File: src/rtl/regacc_pkg.sv
package regacc_pkg;
  typedef enum logic [1:0] {
    OP_WRITE = 2'd0,
    OP_READ  = 2'd1,
    OP_RMW   = 2'd2,
    OP_RSVD  = 2'd3
  } op_e;

  typedef enum logic [1:0] {
    ST_OK      = 2'd0,
    ST_IOERR   = 2'd1,
    ST_TIMEOUT = 2'd2,
    ST_BADREQ  = 2'd3
  } status_e;

  localparam logic [7:0] MSG_POWER_REG = 8'hFF;
endpackage

File: src/rtl/regacc_pack.sv
module regacc_pack
  import regacc_pkg::*;
#(
  parameter int MAX_ITEMS = 5,
  parameter int BUF_BYTES = 16,
  parameter int CNT_W     = 3,
  parameter int WCNT_W    = 3
) (
  input  logic [1:0]                 op,
  input  logic [CNT_W-1:0]           count,
  input  logic [MAX_ITEMS*16-1:0]    addr,
  input  logic [MAX_ITEMS*8-1:0]     data,
  output logic [BUF_BYTES*8-1:0]     payload,
  output logic [7:0]                 size,
  output logic [WCNT_W-1:0]          nwords
);
  logic [BUF_BYTES*8-1:0] addr_ext;
  logic [BUF_BYTES*8-1:0] data_ext;
  int n_addr;

  always_comb begin
    addr_ext = '0;
    data_ext = '0;
    addr_ext[MAX_ITEMS*16-1:0] = addr;
    data_ext[MAX_ITEMS*8-1:0]  = data;
    n_addr  = (op == OP_RMW) ? 1 : int'(count);
    payload = '0;
    for (int b = 0; b < BUF_BYTES; b++) begin
      if (b < 2*n_addr)
        payload[8*b +: 8] = addr_ext[8*b +: 8];
      else if (op == OP_WRITE && b < 3*n_addr)
        payload[8*b +: 8] = data_ext[8*(b-2*n_addr) +: 8];
      else if (op == OP_RMW && b < 4)
        payload[8*b +: 8] = data_ext[8*(b-2) +: 8];
    end
    case (op)
      OP_WRITE: size = 8'(3*int'(count));
      OP_READ:  size = 8'(2*int'(count));
      OP_RMW:   size = 8'd4;
      default:  size = 8'd0;
    endcase
    nwords = WCNT_W'((int'(size) + 3) >> 2);
  end
endmodule

File: src/rtl/regacc_timer.sv
module regacc_timer #(
  parameter int W = 16
) (
  input  logic         clk,
  input  logic         rst,
  input  logic         run,
  input  logic [W-1:0] limit,
  output logic         expired
);
  logic [W-1:0] cnt;

  always_ff @(posedge clk) begin
    if (rst || !run) cnt <= '0;
    else             cnt <= cnt + 1'b1;
  end

  assign expired = run && (({1'b0, cnt} + 1'b1) >= {1'b0, limit});

  AST_TMR_FRESH: assert property (@(posedge clk) disable iff (rst)
    $rose(run) |-> (cnt == '0));
endmodule

File: src/rtl/regacc_seq.sv
module regacc_seq
  import regacc_pkg::*;
#(
  parameter int MAX_ITEMS = 5,
  parameter int BUF_BYTES = 16,
  parameter int CNT_W     = 3,
  parameter int TMO_W     = 16,
  parameter int MB_AW     = 8,
  parameter logic [MB_AW-1:0] CMD_OFS  = 8'h00,
  parameter logic [MB_AW-1:0] WBUF_OFS = 8'h80,
  parameter logic [MB_AW-1:0] RBUF_OFS = 8'h90
) (
  input  logic                    clk,
  input  logic                    rst,
  input  logic                    req_valid,
  output logic                    req_ready,
  input  logic [1:0]              req_op,
  input  logic [CNT_W-1:0]        req_count,
  input  logic [MAX_ITEMS*16-1:0] req_addr,
  input  logic [MAX_ITEMS*8-1:0]  req_data,
  input  logic                    use_irq,
  input  logic [TMO_W-1:0]        timeout_cycles,
  output logic                    rsp_valid,
  output logic [1:0]              rsp_status,
  output logic [MAX_ITEMS*8-1:0]  rsp_data,
  output logic                    mb_wr,
  output logic                    mb_rd,
  output logic [MB_AW-1:0]        mb_addr,
  output logic [31:0]             mb_wdata,
  input  logic [31:0]             mb_rdata,
  input  logic                    mb_busy,
  input  logic                    mb_err,
  input  logic                    mb_irq
);
  localparam int WCNT_W = $clog2(BUF_BYTES/4 + 1);
  localparam int RWORDS = (MAX_ITEMS + 3) / 4;

  typedef enum logic [3:0] {
    S_IDLE, S_BAD, S_WBUF, S_CMD, S_HOLD, S_WAIT, S_RREQ, S_RGAP, S_RCAP, S_RDONE
  } state_e;

  state_e                   state;
  logic [1:0]               op_q;
  logic [CNT_W-1:0]         cnt_q;
  logic [MAX_ITEMS*16-1:0]  addr_q;
  logic [MAX_ITEMS*8-1:0]   data_q;
  logic                     irq_q;
  logic [TMO_W-1:0]         tmo_q;
  logic [WCNT_W-1:0]        widx;
  logic [RWORDS*32-1:0]     rbuf_q;

  logic [BUF_BYTES*8-1:0]   payload;
  logic [7:0]               size;
  logic [WCNT_W-1:0]        nwords;
  logic [WCNT_W-1:0]        rwords;
  logic [31:0]              cmd_word;
  logic [MAX_ITEMS*8-1:0]   rd_result;
  logic                     bad_req;
  logic                     done_ev;
  logic                     tmo_exp;

  regacc_pack #(
    .MAX_ITEMS(MAX_ITEMS), .BUF_BYTES(BUF_BYTES), .CNT_W(CNT_W), .WCNT_W(WCNT_W)
  ) u_pack (
    .op(op_q), .count(cnt_q), .addr(addr_q), .data(data_q),
    .payload(payload), .size(size), .nwords(nwords)
  );

  regacc_timer #(.W(TMO_W)) u_timer (
    .clk(clk), .rst(rst), .run(state == S_WAIT), .limit(tmo_q), .expired(tmo_exp)
  );

  assign bad_req  = (req_count == '0) || (int'(req_count) > MAX_ITEMS) || (req_op == OP_RSVD);
  assign done_ev  = irq_q ? mb_irq : !mb_busy;
  assign rwords   = WCNT_W'((int'(cnt_q) + 3) >> 2);
  assign cmd_word = {8'h00, size, 2'b00, op_q, 3'b000, irq_q, MSG_POWER_REG};

  always_comb begin
    rd_result = '0;
    for (int i = 0; i < MAX_ITEMS; i++)
      if (i < int'(cnt_q)) rd_result[8*i +: 8] = rbuf_q[8*i +: 8];
  end

  always_ff @(posedge clk) begin
    if (rst) begin
      state      <= S_IDLE;
      req_ready  <= 1'b1;
      rsp_valid  <= 1'b0;
      rsp_status <= ST_OK;
      rsp_data   <= '0;
      mb_wr      <= 1'b0;
      mb_rd      <= 1'b0;
      mb_addr    <= '0;
      mb_wdata   <= '0;
      op_q       <= '0;
      cnt_q      <= '0;
      addr_q     <= '0;
      data_q     <= '0;
      irq_q      <= 1'b0;
      tmo_q      <= '0;
      widx       <= '0;
      rbuf_q     <= '0;
    end else begin
      mb_wr     <= 1'b0;
      mb_rd     <= 1'b0;
      rsp_valid <= 1'b0;
      case (state)
        S_IDLE: if (req_valid && req_ready) begin
          op_q      <= req_op;
          cnt_q     <= req_count;
          addr_q    <= req_addr;
          data_q    <= req_data;
          irq_q     <= use_irq;
          tmo_q     <= timeout_cycles;
          widx      <= '0;
          req_ready <= 1'b0;
          state     <= bad_req ? S_BAD : S_WBUF;
        end
        S_BAD: begin
          rsp_valid  <= 1'b1;
          rsp_status <= ST_BADREQ;
          rsp_data   <= '0;
          req_ready  <= 1'b1;
          state      <= S_IDLE;
        end
        S_WBUF: begin
          mb_wr    <= 1'b1;
          mb_addr  <= WBUF_OFS + (MB_AW'(widx) << 2);
          mb_wdata <= payload[32*widx +: 32];
          if (widx == nwords - 1'b1) state <= S_CMD;
          else                       widx  <= widx + 1'b1;
        end
        S_CMD: begin
          mb_wr    <= 1'b1;
          mb_addr  <= CMD_OFS;
          mb_wdata <= cmd_word;
          state    <= S_HOLD;
        end
        S_HOLD: state <= S_WAIT;
        S_WAIT: begin
          if (done_ev) begin
            if (mb_err) begin
              rsp_valid  <= 1'b1;
              rsp_status <= ST_IOERR;
              rsp_data   <= '0;
              req_ready  <= 1'b1;
              state      <= S_IDLE;
            end else if (op_q == OP_READ) begin
              widx  <= '0;
              state <= S_RREQ;
            end else begin
              rsp_valid  <= 1'b1;
              rsp_status <= ST_OK;
              rsp_data   <= '0;
              req_ready  <= 1'b1;
              state      <= S_IDLE;
            end
          end else if (tmo_exp) begin
            rsp_valid  <= 1'b1;
            rsp_status <= ST_TIMEOUT;
            rsp_data   <= '0;
            req_ready  <= 1'b1;
            state      <= S_IDLE;
          end
        end
        S_RREQ: begin
          mb_rd   <= 1'b1;
          mb_addr <= RBUF_OFS + (MB_AW'(widx) << 2);
          state   <= S_RGAP;
        end
        S_RGAP: state <= S_RCAP;
        S_RCAP: begin
          rbuf_q[32*widx +: 32] <= mb_rdata;
          if (widx == rwords - 1'b1) state <= S_RDONE;
          else begin
            widx  <= widx + 1'b1;
            state <= S_RREQ;
          end
        end
        S_RDONE: begin
          rsp_valid  <= 1'b1;
          rsp_status <= ST_OK;
          rsp_data   <= rd_result;
          req_ready  <= 1'b1;
          state      <= S_IDLE;
        end
        default: state <= S_IDLE;
      endcase
    end
  end

  AST_READY_LOW: assert property (@(posedge clk) disable iff (rst)
    (state != S_IDLE) |-> !req_ready);
  AST_RSP_PULSE: assert property (@(posedge clk) disable iff (rst)
    rsp_valid |=> !rsp_valid);
  AST_BAD_SILENT: assert property (@(posedge clk) disable iff (rst)
    (state == S_BAD) |-> (!mb_wr && !mb_rd));
  AST_CMD_TYPE: assert property (@(posedge clk) disable iff (rst)
    (mb_wr && mb_addr == CMD_OFS) |-> (mb_wdata[7:0] == MSG_POWER_REG && mb_wdata[15:12] == {2'b00, op_q}));
  AST_WBUF_WINDOW: assert property (@(posedge clk) disable iff (rst)
    (mb_wr && mb_addr != CMD_OFS) |-> (mb_addr >= WBUF_OFS && mb_addr < WBUF_OFS + MB_AW'(BUF_BYTES)));
  AST_TMO_NO_READ: assert property (@(posedge clk) disable iff (rst)
    (state == S_WAIT && tmo_exp && !done_ev) |=> (!mb_rd && state == S_IDLE));
endmodule

File: config.mk
export PLATFORM = sky130hd
export DESIGN_NAME = regacc_seq
export DESIGN_NICKNAME = d
export VERILOG_FILES = /design/src/rtl/regacc_pkg.sv /design/src/rtl/regacc_pack.sv /design/src/rtl/regacc_timer.sv /design/src/rtl/regacc_seq.sv
export SDC_FILE = /design/constraint.sdc
export NUM_CORES = 1
export LEC_CHECK = 0
export CORE_MARGIN = 5
export CORE_UTILIZATION = 57
export DETAILED_ROUTE_END_ITERATION = 16
export HOLD_SLACK_MARGIN = 0.02
export PLACE_DENSITY = 0.86
export SETUP_SLACK_MARGIN = 0.02
export SLEW_MARGIN = 20
export SYNTH_ARGS = -nofsm -noshare
export SYNTH_HDL_FRONTEND = slang
export SYNTH_SLANG_ARGS = --single-unit
File: constraint.sdc
create_clock -name clk -period 6.3 [get_ports clk]
set_input_delay 1.26 -clock clk [delete_from_list [all_inputs] [get_ports clk]]
set_output_delay 1.26 -clock clk [all_outputs]
set_load 0.02 [all_outputs]
## After elaboration in Yosys (flattened, before gate mapping)

Index checks and enable logic that the tools add are counted.

- Bits in registers: 315
- Input port bits: 180
- Output and inout bits: 86
- Logic and storage cells: 250

- $add $sub $neg: 26
- $mul: 2
- Order comparisons: 39
- Eq/ne operators: 23
- Shift operators: 19
- Muxes and demuxes: 85
- Reductions and logical operators: 38

Operator list:

| cell | number |
|---|---|
| variable part select 128 x 32 -> 8 bit | 16 |
| < comparator 5 x 32 -> 1 bit (first input constant) | 16 |
| two-way mux 8 bit | 40 |
| < comparator 4 x 32 -> 1 bit (first input constant) | 8 |
| subtractor 5 x 29 -> 29 bit (first input constant) | 8 |
| two-way mux 40 bit | 4 |
| < comparator 3 x 32 -> 1 bit (first input constant) | 4 |
| variable part select 128 x 9 -> 32 bit | 1 |
| case mux 40 bit (3 select lines) | 1 |
| subtractor 4 x 29 -> 29 bit (first input constant) | 4 |
| bitwise mux 64 bit | 1 |
| < comparator 1 x 32 -> 1 bit (first input constant) | 2 |
| < comparator 2 x 32 -> 1 bit (first input constant) | 2 |
| case mux 32 bit (2 select lines) | 1 |
| variable shift 32 x 34 -> 64 bit (first input constant) | 1 |
| variable part select 32 x 34 -> 64 bit | 1 |
| subtractor 3 x 29 -> 29 bit (first input constant) | 2 |
| negator 8 -> 34 bit | 1 |
| multiplier 3 x 32 -> 32 bit (first input constant) | 1 |
| case mux 4 bit (8 select lines) | 1 |
| subtractor 1 x 29 -> 29 bit (first input constant) | 1 |
| subtractor 2 x 29 -> 29 bit (first input constant) | 1 |
| two-way mux 3 bit | 9 |
| case mux 8 bit (3 select lines) | 1 |
| other kinds (46) | 105 |

## Longest topological paths before layout

- Word-level depth: 9
- Depth in mapped cells: 15
- Gate-level depth less buffers: 14

## Hierarchy

From an unflattened synthesis, not the netlist that was laid out.

- Cell total of the unflattened synthesis: 1,938
- Area, all modules: 15,055.7 um2

By module, submodules not included:

| module | instances | cells each | area each (um2) | seq. area each (um2) |
|---|---|---|---|---|
| regacc_seq | 1 | 1,224 | 10,628.9 | 5,445.2 |
| regacc_pack | 1 | 582 | 3,301.9 | 0.0 |
| regacc_timer | 1 | 132 | 1,124.8 | 320.3 |

## Worst setup path before layout

No wires, ideal clock.

- Kind: register to register
- Start: register cnt_q[0]
- End: register widx[0]
- Library setup time: 0.121 ns
- Arrival: 3.345 ns
- Path slack: 2.834 ns
- Stages on the path, launching flop included: 15
- Buffers on the path: 2
- Cell sequence: dfxtp_1 buf_6 inv_2 clkbuf_1 ha_1 or3b_1 a31oi_1 nor2_1 ha_1 xnor2_1 or4_1 a211oi_2 nand2_1 and3_1 mux2_2

- Longest elaborated chain between the ends: 7
- Elaborated cells on any way between the ends: 11
- Classes of those cells: add/sub: 4; mul: 1; eq/ne: 4; mux: 1; reduce/logical: 1

Ends and longest elaborated chain:

| element | RTL line | source |
|---|---|---|
| from (decl) | regacc_seq.sv:44 | `logic [CNT_W-1:0] cnt_q;` |
| from (signal assigned) | regacc_seq.sv:110 | `cnt_q <= req_count;` |
| multiplier 2 x 3 -> 5 bit | regacc_pack.sv:37 | `OP_WRITE: size = 8'(3*int'(count));` |
| case mux 5 bit (3 select lines) | regacc_pack.sv:36 | `case (op)` |
| adder 5 x 2 -> 5 bit | regacc_pack.sv:42 | `nwords = WCNT_W'((int'(size) + 3) >> 2);` |
| subtractor 3 x 1 -> 3 bit | regacc_seq.sv:130 | `if (widx == nwords - 1'b1) state <= S_CMD;` |
| == test 3 bit | regacc_seq.sv:130 |  |
| inequality test 2 bit (no source line) | n/a |  |
| AND reduction 7 bit (no source line) (*) | n/a |  |
| to (signal assigned) | regacc_seq.sv:131 | `else widx <= widx + 1'b1;` |
| to (signal assigned) | regacc_seq.sv:176 | `widx <= widx + 1'b1;` |
| to (decl) | regacc_seq.sv:49 | `logic [WCNT_W-1:0] widx;` |

Every way passes the cells marked *; elsewhere a longest branch is shown, timed or not.
A chain may end at the register's enable or synchronous reset.

## Worst setup path after layout

- Start: register op_q[0]
- End: register mb_wdata[20]

- Longest elaborated chain between the ends: 9
- Elaborated cells on any way between the ends: 37
- Classes of those cells: add/sub: 4; mul: 1; order compare: 8; eq/ne: 2; shift: 5; mux: 12; reduce/logical: 5

Ends and longest elaborated chain:

| element | RTL line | source |
|---|---|---|
| from (decl) | regacc_seq.sv:43 | `logic [1:0] op_q;` |
| from (signal assigned) | regacc_seq.sv:109 | `op_q <= req_op;` |
| == test 2 bit | regacc_pack.sv:26, regacc_pack.sv:33, regacc_pack.sv:36 |  |
| two-way mux 3 bit | regacc_pack.sv:26 | `n_addr = (op == OP_RMW) ? 1 : int'(count);` |
| multiplier 3 x 32 -> 32 bit | regacc_pack.sv:31 | `else if (op == OP_WRITE && b < 3*n_addr)` |
| < comparator 3 x 32 -> 1 bit (tied with other cells) | regacc_pack.sv:31 |  |
| logical AND 1 bit | regacc_pack.sv:31 |  |
| two-way mux 8 bit | regacc_pack.sv:31 |  |
| two-way mux 8 bit | regacc_pack.sv:29 | `if (b < 2*n_addr)` |
| variable part select 128 x 9 -> 32 bit | regacc_seq.sv:129 | `mb_wdata <= payload[32*widx +: 32];` |
| case mux 32 bit (2 select lines) (*) | regacc_seq.sv:107 | `case (state)` |
| to (signal assigned) | regacc_seq.sv:129 |  |
| to (signal assigned) | regacc_seq.sv:136 | `mb_wdata <= cmd_word;` |
| to (decl) | regacc_seq.sv:29 | `output logic [31:0] mb_wdata,` |

Marked as above.

==> results summary <==
The run finished with clean final reports. Broken down by cell family, the worst path's largest delay share belongs to simple AND/OR/NAND/NOR gates. The met3 wirelength from detailed routing is 3.889 mm. After synthesis, the share of flip-flops with an asynchronous set or reset is 0%. The number of antenna violations at the first check in global routing came out at 0.

In the synthesized netlist, the number of instances is 1798. The worst setup path is captured at a flip-flop. The number of endpoints failing setup at the final stage is 0.

The combined global-route utilization of all metal layers is 32.43%. Measured along the y axis, the die boundary spans 167.9 µm. The routed design uses 22.62 mm of met2 wire. The measured slew at the worst slew-check pin came out at 1.050 ns. The ratio of cells with drive above 1 in the final layout came out at 5.547%. The number of max-slew violations in the final report is 0. Synthesis instantiated 90 different standard cells from the library. The final estimated routing congestion in global placement is 0.9860. The number of synthesized flops with an enable pin is 0. The post-synth design cell area came out at 0.01420 mm².

Clock tree synthesis found a total of 288 sinks. The maximum number of pins on one net before global-route repair is 95. The power density over the cells came out at 298.9 mW/mm².

The number of buffers inserted to repair setup after CTS is 0. The type of element launching the critical path is a flip-flop. The synthesis-to-layout area growth came out at 25.37%.

The repair_antennas step left the layout with diodes totalling 0. TritonCTS built the clock tree. By instance count, the cell type seen most on the critical path is sky130_fd_sc_hd__ha_1. Summed over all failing endpoints, the final setup total negative slack is 0 ns. The number of global-route vias before repair is 13390.

The count of hold-fix buffers inserted at cts is 0. For the worst-skew pair, the clock arrives at the later sink with an insertion delay of 0.56 ns. Setup repair after global routing left no endpoint under its margin. The leakage component of the power came out at 6.465 nW. The DRC violations left came out at 0. Port buffering added 262 buffers. Overall power consumption after layout is estimated at 0.005322 W. For this configuration, the core starts out at a cell density of 58.06%. The number of fillers in the final layout came out at 1897. The initialized floorplan defines 57 standard-cell rows.

The average vias per placed instance came out at 6.145. The share of the Yosys chip area taken by registers is 40.59%. The vias after detailed routing came out at 14286. The number of failing hold endpoints at the final stage is 0. The upper clock frequency limit is 236.0 MHz. In the final routing, the length of wire on met1 measures 19.82 mm. The number of nets with antenna violations after detailed routing came out at 0. The final critical-path required period is 4.238 ns. The final clock skew is 0.01795 ns. The smallest setup slack after layout came out at 2.062 ns. The cell type of the slowest stage on the worst timing path is sky130_fd_sc_hd__nand2b_1. Of all nets on the critical path, the largest fanout is 17.

The mean cell area of the mapped netlist is 7.900 µm². The longest clock path from root to sink contains 3 buffers. The critical path goes through nand2b_1 -> nand2_1 -> inv_1 -> ha_1 -> ha_1 -> nor2_1 -> a221oi_1 -> a22oi_1 -> o31a_1 -> a2111oi_0 -> a311oi_1 -> nor3_1. The tool flagged a number of max-cap violations equal to 0. The required time of the worst setup path came out at 6.78 ns.

The first routing iteration left 1416 violations. The count of state elements after synthesis is 288. The net count reported at finish came out at 2194. Gates resized during post-CTS repair numbered 0.

The first-pass iteration count of the detailed router is 6. The total global routing overflow came out at 0. The clock-pin slew on the worst setup and hold paths came out at 0.06 ns. The count of buffer and inverter cells on the critical path came out at 1.

The final routed wire length divided by cell count came out at 20.77 µm. Data arrives at the worst endpoint at 4.71 ns. The CTS root buffer is sky130_fd_sc_hd__clkbuf_16.

The most used flip-flop cell after synthesis is sky130_fd_sc_hd__dfxtp_1. The core area came out at 0.02446 mm². The horizontal die dimension came out at 167.9 µm. The total die area is 0.02818 mm². The detailed placer's ending HPWL came out at 34.80 mm.

The aggregate routed wire length came out at 48.28 mm. The highest layer touched by signal routing is met4. The setup path with the least slack is of type reg -> reg. The delay of the slowest cell on the worst path came out at 0.66 ns. The worst vdd rail ir drop is 0.0002197 V.

Before CTS, the worst setup slack after placement is 2.150 ns. The warning count from the yosys run came out at 0. The min-delay analysis places its worst path in the category reg -> reg. In the finished design, the share of the clock period the worst path needs comes to 67.27%.

The wire length of the first global-routing pass is 74.84 mm. During I/O placement, the number of pins put on the boundary was 266. Headroom to the max-slew limit came out at 30.00%. Counting the buffers created by CTS gives 29.

The number of H-tree levels came out at 1.
==> Yosys cell counts, types with 4 or more instances <==
cell type / instances / share of area (%)
sky130_fd_sc_hd__a211oi_1: 8 / 0.42
sky130_fd_sc_hd__a21o_1: 6 / 0.32
sky130_fd_sc_hd__a21oi_1: 242 / 8.5
sky130_fd_sc_hd__a221o_1: 17 / 1.2
sky130_fd_sc_hd__a221oi_1: 22 / 1.4
sky130_fd_sc_hd__a22o_1: 45 / 2.8
sky130_fd_sc_hd__a22oi_1: 21 / 1.1
sky130_fd_sc_hd__a2bb2oi_1: 9 / 0.55
sky130_fd_sc_hd__a311oi_1: 4 / 0.25
sky130_fd_sc_hd__a31oi_1: 5 / 0.22
sky130_fd_sc_hd__a32oi_1: 17 / 1.0
sky130_fd_sc_hd__and2_1: 14 / 0.62
sky130_fd_sc_hd__and3_1: 11 / 0.48
sky130_fd_sc_hd__buf_1: 8 / 0.21
sky130_fd_sc_hd__buf_2: 35 / 1.2
sky130_fd_sc_hd__buf_4: 6 / 0.32
sky130_fd_sc_hd__buf_6: 7 / 0.55
sky130_fd_sc_hd__clkbuf_1: 79 / 2.1
sky130_fd_sc_hd__dfxtp_1: 288 / 41
sky130_fd_sc_hd__ha_1: 35 / 3.1
sky130_fd_sc_hd__inv_1: 35 / 0.92
sky130_fd_sc_hd__mux2_2: 7 / 0.55
sky130_fd_sc_hd__mux2i_1: 33 / 2.3
sky130_fd_sc_hd__nand2_1: 424 / 11
sky130_fd_sc_hd__nand2b_1: 7 / 0.31
sky130_fd_sc_hd__nand3_1: 22 / 0.78
sky130_fd_sc_hd__nand4_1: 8 / 0.35
sky130_fd_sc_hd__nor2_1: 103 / 2.7
sky130_fd_sc_hd__nor2b_1: 28 / 1.2
sky130_fd_sc_hd__nor3_1: 24 / 0.85
sky130_fd_sc_hd__o211ai_1: 14 / 0.74
sky130_fd_sc_hd__o21a_1: 5 / 0.26
sky130_fd_sc_hd__o21ai_0: 79 / 2.8
sky130_fd_sc_hd__o21ai_1: 17 / 0.60
sky130_fd_sc_hd__o22a_1: 6 / 0.37
sky130_fd_sc_hd__o2bb2ai_1: 4 / 0.25
sky130_fd_sc_hd__or2_0: 4 / 0.18
sky130_fd_sc_hd__xnor2_1: 16 / 0.99
sky130_fd_sc_hd__xor2_1: 8 / 0.49
==> path summary, 6_finish.rpt <==
check / slack, ns / endpoint / start / cells after the start
max: 2.06 / mb_wdata[20]$_SDFFE_PP0P_ / op_q[0]$_SDFFE_PP0P_ / 12
min: 0.45 / rbuf_q[5]$_SDFFE_PP0P_ / rbuf_q[5]$_SDFFE_PP0P_ / 2
max reg2reg: 2.06 / mb_wdata[20]$_SDFFE_PP0P_ / op_q[0]$_SDFFE_PP0P_ / 12
min reg2reg: 0.45 / rbuf_q[5]$_SDFFE_PP0P_ / rbuf_q[5]$_SDFFE_PP0P_ / 2
==> sequential cells by signal, indices dropped and copies added (netlist names), 2 cells and up <==
name,count
tmo_q,16
mb_addr,5
mb_wdata,32
data_q,40
state,4
cnt_q,3
widx,3
rsp_data,40
op_q,2
rbuf_q,40
addr_q,80
rsp_status,2
u_timer.cnt,16
==> placed cells by master (no fill, tap or decap), drive strengths merged, types with 8 or more instances in the layout <==
| cell | Yosys | routed |
|---|---|---|
| nor2b | 29 | 29 |
| a211oi | 10 | 10 |
| nor2 | 104 | 104 |
| a21oi | 242 | 242 |
| xnor2 | 16 | 16 |
| a221o | 17 | 17 |
| mux2i | 33 | 33 |
| buf | 56 | 21 |
| or2 | 8 | 8 |
| o21ai | 97 | 97 |
| a22oi | 21 | 21 |
| nor3 | 27 | 27 |
| and3 | 13 | 13 |
| and2 | 15 | 15 |
| a2bb2oi | 9 | 9 |
| nand2 | 425 | 425 |
| xor2 | 8 | 8 |
| dfxtp | 288 | 288 |
| clkinv | 1 | 9 |
| a22o | 45 | 45 |
| o211ai | 14 | 14 |
| clkdlybuf4s50 | 0 | 261 |
| ha | 35 | 35 |
| clkbuf | 79 | 39 |
| a32oi | 17 | 17 |
| nand4 | 9 | 9 |
| a221oi | 23 | 23 |
| inv | 39 | 40 |
| nand3 | 23 | 23 |
==> power by group <==
part           switching, W  leakage, nW  internal [W]
clock              0.000741        0.505       0.00109
combinational      0.000867         3.62      0.000504
sequential         0.000146         2.34       0.00197
total               0.00175         6.46       0.00357
==> stage by stage <==
| step | hold slack [ns] | cell area (µm²) | instances | util [%] |
|---|---|---|---|---|
| 4_1_cts | 0.4550 | 17800 | 2325 | 72.78 |
| 5_1_grt | 0.4694 | 17810 | 2325 | 72.79 |
| 3_3_place_gp | 0.4412 | 16770 | 2271 | 68.57 |
| 6_report | 0.4521 | 17810 | 2325 | 72.79 |
| 2_1_floorplan | 0.4332 | 14210 | 1800 | - |
| 3_5_place_dp | 0.4462 | 16770 | 2271 | 68.57 |
==> cell type report <==
type	instances	area [µm²]	share of cell area, %
multi-input combinational	1337	7681	43.14
inverter	40	152.6	0.8572
timing repair buffer	282	2774	15.58
clock inverter	15	195.2	1.096
clock buffer	39	833.3	4.680
sequential	288	5766	32.38
tap	324	405.4	2.277
==> worst register-to-register path, delay by kind of cell (launching register included) <==
| kind | cells | cell delay [ns] |
|---|---|---|
| adder cells (fa/ha/maj) | 2 | 0.64 |
| flip-flops | 1 | 0.58 |
| buffers and inverters | 1 | 0.17 |
| AND/OR/NAND/NOR | 4 | 1.53 |
| AO/OA/AOI/OAI | 5 | 1.24 |
==> per-layer routing <==
layer	vias to the layer above	global-route usage, %
met5	-	0
met4	0	11.86
met3	120	4.713
met2	713	53.42
met1	6791	43.51
li1	6662	-
==> cells by family (layout without fill, tap and decap cells) <==
group | after synthesis | in the layout | synth area share [%]
AND/OR/NAND/NOR | 679 | 679 | 20.90
AO/OA/AOI/OAI | 554 | 554 | 25.26
flip-flops | 288 | 288 | 40.59
buffers and inverters | 175 | 376 | 5.479
multiplexers | 40 | 40 | 2.881
adder cells (fa/ha/maj) | 36 | 36 | 3.224
XOR/XNOR | 25 | 25 | 1.647
other | 1 | 3 | 0.02640
Power figures use the tool's default switching activity.
